==> config.mk <==
export PLATFORM = sky130hd
export DESIGN_NAME = serial_word_loader
export DESIGN_NICKNAME = d
export VERILOG_FILES = /design/src/rtl/serial_word_loader_pkg.sv /design/src/rtl/swl_edge_sync.sv /design/src/rtl/swl_shifter.sv /design/src/rtl/swl_xfer_ctl.sv /design/src/rtl/serial_word_loader.sv
export SDC_FILE = /design/constraint.sdc
export NUM_CORES = 1
export LEC_CHECK = 0
export BUFFER_PORTS_ARGS = -buffer_cell sky130_fd_sc_hd__buf_2
export CORE_MARGIN = 2
export CORE_UTILIZATION = 53
export DETAILED_ROUTE_END_ITERATION = 10
export PLACE_DENSITY = 0.79
export SLEW_MARGIN = 20
export SYNTH_ARGS = -nofsm -noshare
export SYNTH_HDL_FRONTEND = slang
export SYNTH_SLANG_ARGS = --single-unit
==> constraint.sdc <==
create_clock -name clk -period 3.5 [get_ports clk]
set_clock_uncertainty 0.15 [all_clocks]
set_input_delay 0.35 -clock clk [delete_from_list [all_inputs] [get_ports clk]]
set_output_delay 0.35 -clock clk [all_outputs]
set_load 0.02 [all_outputs]
==> src/rtl/serial_word_loader_pkg.sv <==
package serial_word_loader_pkg;

   typedef struct packed {
      logic sclk;
      logic sdata;
      logic sen_n;
   } ser_bits_t;

   localparam ser_bits_t SER_IDLE = '{sclk: 1'b0, sdata: 1'b0, sen_n: 1'b1};

endpackage

==> src/rtl/swl_edge_sync.sv <==
module swl_edge_sync
   import serial_word_loader_pkg::*;
#(
   parameter int STAGES = 2
) (
   input  logic      clk,
   input  logic      rst_n,
   input  ser_bits_t raw,
   output ser_bits_t synced,
   output logic      sclk_fall
);

   if (STAGES < 2) begin : g_bad_stages
      $error("swl_edge_sync: STAGES must be at least 2");
   end

   ser_bits_t pipe [STAGES];
   logic      prev_sclk;

   for (genvar i = 0; i < STAGES; i++) begin : g_stage
      if (i == 0) begin : g_first
         always_ff @(posedge clk) begin
            if (!rst_n) pipe[0] <= SER_IDLE;
            else        pipe[0] <= raw;
         end
      end else begin : g_next
         always_ff @(posedge clk) begin
            if (!rst_n) pipe[i] <= SER_IDLE;
            else        pipe[i] <= pipe[i-1];
         end
      end
   end

   always_ff @(posedge clk) begin
      if (!rst_n) prev_sclk <= 1'b0;
      else        prev_sclk <= pipe[STAGES-1].sclk;
   end

   assign synced    = pipe[STAGES-1];
   assign sclk_fall = prev_sclk & ~pipe[STAGES-1].sclk;

endmodule

==> src/rtl/swl_shifter.sv <==
module swl_shifter #(
   parameter int WORD_W    = 4,
   parameter bit MSB_FIRST = 1'b1
) (
   input  logic              clk,
   input  logic              rst_n,
   input  logic              shift_en,
   input  logic              bit_in,
   input  logic              clear,
   output logic [WORD_W-1:0] word,
   output logic              full
);

   localparam int CNT_W = $clog2(WORD_W + 1);

   if (WORD_W < 2) begin : g_bad_width
      $error("swl_shifter: WORD_W must be at least 2");
   end

   logic [CNT_W-1:0]  count;
   logic [WORD_W-1:0] shifted;

   if (MSB_FIRST) begin : g_msb_first
      assign shifted = {word[WORD_W-2:0], bit_in};
   end else begin : g_lsb_first
      assign shifted = {bit_in, word[WORD_W-1:1]};
   end

   assign full = (count == CNT_W'(WORD_W));

   always_ff @(posedge clk) begin
      if (!rst_n || clear) begin
         count <= '0;
         word  <= '0;
      end else if (shift_en && !full) begin
         count <= count + CNT_W'(1);
         word  <= shifted;
      end
   end

endmodule

==> src/rtl/swl_xfer_ctl.sv <==
module swl_xfer_ctl #(
   parameter int WORD_W = 4
) (
   input  logic              clk,
   input  logic              rst_n,
   input  logic              full,
   input  logic              xfer_req_n,
   input  logic              top_empty,
   input  logic [WORD_W-1:0] word,
   output logic              fire,
   output logic              push,
   output logic [WORD_W-1:0] push_word
);

   logic moved;

   assign fire = full && !xfer_req_n && top_empty && !moved;

   always_ff @(posedge clk) begin
      if (!rst_n)          moved <= 1'b0;
      else if (fire)       moved <= 1'b1;
      else if (xfer_req_n) moved <= 1'b0;
   end

   always_ff @(posedge clk) begin
      if (!rst_n) begin
         push      <= 1'b0;
         push_word <= '0;
      end else begin
         push <= fire;
         if (fire) push_word <= word;
      end
   end

endmodule

==> src/rtl/serial_word_loader.sv <==
module serial_word_loader
   import serial_word_loader_pkg::*;
#(
   parameter int WORD_W      = 4,
   parameter int SYNC_STAGES = 2,
   parameter bit MSB_FIRST   = 1'b1
) (
   input  logic              clk,
   input  logic              mr_n,
   input  logic              ser_data,
   input  logic              ser_clk,
   input  logic              ser_en_n,
   input  logic              xfer_req_n,
   input  logic              top_empty,
   output logic [WORD_W-1:0] word,
   output logic              full_n,
   output logic              push,
   output logic [WORD_W-1:0] push_word
);

   ser_bits_t raw_bits;
   ser_bits_t sync_bits;
   logic      sclk_fall;
   logic      full;
   logic      fire;

   assign raw_bits = '{sclk: ser_clk, sdata: ser_data, sen_n: ser_en_n};

   swl_edge_sync #(.STAGES(SYNC_STAGES)) u_sync (
      .clk       (clk),
      .rst_n     (mr_n),
      .raw       (raw_bits),
      .synced    (sync_bits),
      .sclk_fall (sclk_fall)
   );

   swl_shifter #(.WORD_W(WORD_W), .MSB_FIRST(MSB_FIRST)) u_shift (
      .clk      (clk),
      .rst_n    (mr_n),
      .shift_en (sclk_fall && !sync_bits.sen_n),
      .bit_in   (sync_bits.sdata),
      .clear    (fire),
      .word     (word),
      .full     (full)
   );

   swl_xfer_ctl #(.WORD_W(WORD_W)) u_xfer (
      .clk        (clk),
      .rst_n      (mr_n),
      .full       (full),
      .xfer_req_n (xfer_req_n),
      .top_empty  (top_empty),
      .word       (word),
      .fire       (fire),
      .push       (push),
      .push_word  (push_word)
   );

   assign full_n = ~full;

endmodule

==> results of run 1 <==
-- state kept, by name, summed over array words and instances, names as in the netlist --
register          cells
u_sync.pipe           6
u_sync.prev_sclk      1
u_shift.word          4
u_xfer.moved          1
u_xfer.push_word      4
u_shift.count         3
u_xfer.push           1
-- worst max path at each step --
stage / startpoint / to / slack (ns)
2_1_floorplan: u_shift.count[0] / full_n / 1.99
3_3_place_gp: u_shift.count[0] / full_n / 1.79
3_5_place_dp: u_shift.count[0] / full_n / 1.71
4_1_cts: u_shift.count[0] / full_n / 1.38
5_1_grt: u_shift.count[0] / full_n / 1.27
6_report: u_shift.count[0] / full_n / 1.37
-- power by group --
part / switching (uW) / internal, uW
Sequential: 1.63 / 231
Combinational: 5.93 / 5.53
Clock: 64.9 / 40.1
-- stage by stage --
step | cell area, um^2 | total power, uW
finish | 837 | 349
global route | 837 | 359
CTS | 837 | 352
detailed placement | 815 | 249
global placement | 815 | 249
floorplan | 721 | 243
-- worst max-delay path, stage by stage, from the launching register on --
cell,delay [ns]
dfxtp_1,0.34
inv_1,0.08
ha_1,0.20
and2_1,0.34
clkinv_2,0.18
buf_2,0.19
-- cell type report --
class | instances | share of cell area, %
clock buffer | 3 | 2.69
inverter | 3 | 1.49
timing repair buffer | 16 | 9.57
tap | 15 | 2.24
sequential | 20 | 47.8
multi-input combinational | 44 | 36.2
-- synthesized netlist by cell type --
cell type | number | area share [%]
nor3_1 | 1 | 0.69
a21oi_1 | 8 | 5.6
o21a_1 | 1 | 1.0
or3b_4 | 1 | 1.6
and2_1 | 6 | 5.2
nand2b_1 | 3 | 2.6
inv_1 | 2 | 1.0
nand4b_2 | 1 | 2.1
o21ai_1 | 6 | 4.2
a22o_1 | 4 | 4.9
o21ai_2 | 1 | 1.2
nor2_2 | 1 | 0.87
nand3_1 | 6 | 4.2
ha_1 | 2 | 3.5
dfxtp_1 | 20 | 56
nor2_1 | 1 | 0.52
buf_2 | 1 | 0.69
nor3b_4 | 1 | 2.6
and4b_1 | 1 | 1.4
clkinv_2 | 1 | 0.69
-- layer usage --
metal	up-vias	routed length, um	track usage, %	share of wire (%)
met1	248	592	20.4	46
li1	275	-	-	-
met3	4	76	3.26	5.9
met4	0	24	10.0	1.9
met5	-	0	0	0
met2	22	594	28.1	46
-- cells by family (layout without fill, tap and decap cells) --
kind of cell / count (synthesis) / after routing / synth area share (%)
flip-flops: 20 / 20 / 55.6
AO/OA/AOI/OAI: 20 / 20 / 16.8
AND/OR/NAND/NOR: 22 / 22 / 21.7
adder cells (fa/ha/maj): 2 / 2 / 3.47
buffers and inverters: 4 / 22 / 2.43
==> impl_metrics.env, run 1 <==
export IMPL_drive_above_1_share_pct=29.1
export IMPL_fmax_ghz=0.470
export IMPL_cts_tree="yes"
export IMPL_first_iter_violations=12
export IMPL_area_growth_syn_to_layout_pct=16.1
export IMPL_dp_hpwl_um=941
export IMPL_grt_util_all_layers_pct=17.1
export IMPL_reg2reg_depth=5
export IMPL_start_util_pct=56.1
export IMPL_diodes=0
export IMPL_syn_nets=77
export IMPL_peakVddDrop_uv=265
export IMPL_grt_pass1_wl_um=1840
export IMPL_cp_arrival_ns=1.63
export IMPL_setup_slack_ns=1.37
export IMPL_holdBufCountCts=0
export IMPL_place_inst=98
export IMPL_cts_resized=0
export IMPL_via_count=549
export IMPL_overflow=0
export IMPL_hold_depth=2
export IMPL_cap_violations=0
export IMPL_netlist_instances=68
export IMPL_post_route_util_pct=65.1
export IMPL_syn_area_per_cell_um2=10.6
export IMPL_rsz0062_at_grt="no"
export IMPL_chipWidth_um=40.9
export IMPL_worstSetupPathType="flip-flop to output pin"
export IMPL_finalCritPeriodShare_pct=60.8
export IMPL_cp_data_required_time_ns=3.00
export IMPL_seq_area_um2=400
export IMPL_die_h_um=40.9
export IMPL_fp_coreArea_mm2=0.00128
export IMPL_grt_max_degree=11
export IMPL_grt_antenna_before_repair=0
export IMPL_cp_max_fo=8
export IMPL_dr_pass1_iters=4
export IMPL_cts_htree_levels=1
export IMPL_clockBufferDepth=2
export IMPL_setup_violations_final=0
export IMPL_leakage_uw=0.000341
export IMPL_die_area_mm2=0.00167
export IMPL_clk_pin_slew_ns=0.10
export IMPL_cp_start_kind="flip-flop"
export IMPL_routed_wl_um=1290
export IMPL_post_cts_repair_setup_buffers=0
export IMPL_grt_pass1_vias=456
export IMPL_wl_per_cell_um=12.7
export IMPL_status="finished, final reports clean"
export IMPL_drc=0
export IMPL_io_buffers=16
export IMPL_yosysWarnings=0
export IMPL_layout_min_cycle_time_ns=2.13
export IMPL_ys_seq_area_share_pct=55.6
export IMPL_min_path_type="primary input to flip-flop"
export IMPL_slew_headroom_pct=65.4
export IMPL_multi_input_area_um2=303
export IMPL_ys_seq_elements=20
export IMPL_critPathCaptureType="output pin"
export IMPL_dp_slack_ns=1.71
export IMPL_cts_sinks=20
export IMPL_slew_viol_final=0
export IMPL_place_gp_congestion=0.875
export IMPL_hold_end="u_sync.pipe[0][0]"
export IMPL_r2r_start="u_shift.count[0]"
export IMPL_p_per_area_mw_per_mm2=417
export IMPL_routed_via_density=5.44
export IMPL_cts_buffers=3
export IMPL_rr_endpoint="u_shift.count[2]"
export IMPL_final_cell_mix="dfxtp_1 (20), buf_2 (16), a21oi_1 (8)"
export IMPL_synth_cell_area_um2=721
export IMPL_ant_nets=0
export IMPL_rows=13
export IMPL_fin_tns_setup_ns=0
export IMPL_clk_latency_ns=0.29
export IMPL_ioPinCount=17
export IMPL_tightest_slew_ns=0.515
export IMPL_min_from="ser_en_n"
export IMPL_layout_commonest_cell="dfxtp_1"
export IMPL_nets=97
export IMPL_cts_root_buffer="clkbuf_4"
export IMPL_rrSetupSlack_ns=1.89
export IMPL_final_cells=101
export IMPL_fin_hold_ws_ns=0.0791
export IMPL_filler_cell_count=104
export IMPL_hold_viol_final=0
export IMPL_ys_types=20
(Power assumes the default switching activity.)
==> inputs of run 2 (changes only) <==
- CORE_UTILIZATION: 53 -> 44
- PLACE_DENSITY: 0.79 -> 0.7
- clock period: 3.5 -> 1.9 ns (I/O delays scaled with it)
==> impl_metrics.env, run 2 (synthesis results as in run 1) <==
export IMPL_reg_largest_list="u_sync.pipe x6, u_shift.word x4, u_xfer.push_word x4"
export IMPL_power_switching_uw=135
export IMPL_clk_latency_ns=0.29
export IMPL_cp_startpoint="u_shift.count[0]"
export IMPL_rr_endpoint="u_shift.count[2]"
export IMPL_cap_violations=0
export IMPL_reg2reg_depth=5
export IMPL_final_cells=109
export IMPL_start_util_pct=47.3
export IMPL_finalCritPeriodShare_pct=92.2
export IMPL_worstSetupPathType="flip-flop to output pin"
export IMPL_ioPinCount=17
export IMPL_cts_sinks=20
export IMPL_swShare_pct=19.4
export IMPL_rrSetupSlack_ns=0.32
export IMPL_tightest_slew_ns=0.497
export IMPL_layout_commonest_cell="dfxtp_1"
export IMPL_p_per_area_mw_per_mm2=759
export IMPL_p_int_uw=561
export IMPL_crit_slowest_cell="dfxtp_2"
export IMPL_drc=0
export IMPL_p_clk_share_pct=34.0
export IMPL_cp_data_required_time_ns=1.56
export IMPL_io_buffers=16
export IMPL_ant_nets=0
export IMPL_cp_start_kind="flip-flop"
export IMPL_first_iter_violations=10
export IMPL_fmax_ghz=0.571
export IMPL_cts_root_buffer="clkbuf_4"
export IMPL_wl_per_cell_um=11.8
export IMPL_dr_pass1_iters=4
export IMPL_fin_tns_setup_ns=0
export IMPL_crit_chain="inv_1 -> ha_1 -> and2_4 -> clkinv_2 -> buf_2"
export IMPL_diodes=0
export IMPL_setup_violations_final=0
export IMPL_cp_max_fo=8
export IMPL_max_stage_delay_ns=0.35
export IMPL_die_area_mm2=0.00198
export IMPL_grt_pass1_vias=536
export IMPL_grt_pass1_wl_um=2240
export IMPL_cp_arrival_ns=1.41
export IMPL_crit_buf_inv=3
export IMPL_clk_pin_slew_ns=0.10
export IMPL_cts_htree_levels=1
export IMPL_status="finished, final reports clean"
export IMPL_slew_headroom_pct=66.6
export IMPL_dp_hpwl_um=902
export IMPL_p_seq_share_pct=61.6
export IMPL_rows=14
export IMPL_chipWidth_um=44.5
export IMPL_endpoint="full_n"
export IMPL_drive_above_1_share_pct=30.1
export IMPL_critPathCaptureType="output pin"
export IMPL_area_growth_syn_to_layout_pct=27.1
export IMPL_largest_reg_flops=6
export IMPL_overflow=0
export IMPL_place_gp_congestion=0.854
export IMPL_nets=103
export IMPL_grt_max_degree=12
export IMPL_grt_util_all_layers_pct=15.8
export IMPL_die_h_um=44.5
export IMPL_place_inst=99
export IMPL_grt_antenna_before_repair=0
export IMPL_via_count=583
export IMPL_regMostFlops="u_sync.pipe"
export IMPL_slew_viol_final=0
export IMPL_min_from="xfer_req_n"
export IMPL_cp_num_cells=5
export IMPL_cp_top_family="buffers and inverters"
export IMPL_combinationalPowerShare_pct=4.4
export IMPL_post_cts_repair_setup_buffers=0
export IMPL_routed_wl_um=1280
export IMPL_r2r_start="u_shift.count[0]"
export IMPL_min_path_type="primary input to flip-flop"
export IMPL_peakVddDrop_uv=561
export IMPL_clockBufferDepth=2
export IMPL_cts_buffers=3
export IMPL_fp_coreArea_mm2=0.00152
export IMPL_final_cell_mix="dfxtp_1 (19), buf_2 (16), a21oi_1 (8)"
export IMPL_layout_min_cycle_time_ns=1.75
export IMPL_hold_viol_final=0
export IMPL_cts_tree="yes"
export IMPL_leakage_uw=0.000374
export IMPL_rsz0062_at_grt="no"
export IMPL_routed_via_density=5.35
==> run 2: cell count changes in the layout (fill, tap and decap cells not counted), sizes merged <==
cell / previous run / this run
clkbuf: 3 / 4
dlygate4sd3: 0 / 6
==> run 2: worst min-delay path, cell delays in order <==
cell	delay (ns)
buf_2	0.09
nand2b_1	0.13
nor2_1	0.05
==> run 2: cell type report <==
class                   instances  area [um^2]
clock buffers                   4         36.3
multi-input cells              44          305
well taps                      16         20.0
inverters                       3         12.5
flip-flops and latches         20          402
fillers                       136          608
repair buffers                 22          140
==> run 2: worst min path at each step <==
stage	to	slack, ns	cells past startpoint
floorplan	u_sync.pipe[0][0]	0.11	1
global placement	u_sync.pipe[0][0]	0.22	2
detailed placement	u_sync.pipe[0][0]	0.22	2
CTS	u_xfer.moved	0.05	3
global route	u_xfer.moved	0.05	3
finish	u_xfer.moved	0.06	3
==> run 2: metal layers <==
metal,track usage (%),vias to the layer above,wire length [um]
met5,0,-,0
met4,7.27,0,9
met3,6.12,2,105
met2,26.7,27,598
met1,17.1,263,567
li1,-,291,-
==> run 2: through the flow <==
step | setup WS, ns | hold slack [ns] | instance area (um^2) | total power [uW] | utilization (%)
global route | 0.0191 | 0.0512 | 916 | 729 | 60.1
detailed placement | 0.290 | 0.224 | 816 | 459 | 53.5
floorplan | 0.458 | 0.113 | 721 | 448 | -
CTS | 0.0480 | 0.0539 | 913 | 705 | 59.9
global placement | 0.349 | 0.221 | 816 | 459 | 53.5
finish | 0.148 | 0.0608 | 916 | 696 | 60.1
==> run 2: what timing repair did <==
item	4_1_cts	5_1_grt
hold buffers	6	0
endpoints found under the setup margin	1	1
hold endpoints to repair	5	0
resized for setup	1	2
gates cloned	0	0
==> run 2: power groups by stage <==
| stage | sequential (uW) | combinational (uW) | clock [uW] |
|---|---|---|---|
| 4_1_cts | 429 | 30.1 | 246 |
| 5_1_grt | 430 | 33.5 | 266 |
| 2_1_floorplan | 438 | 10.3 | 0 |
| 3_3_place_gp | 438 | 20.5 | 0 |
| 3_5_place_dp | 438 | 20.9 | 0 |
| 6_report | 429 | 30.5 | 236 |
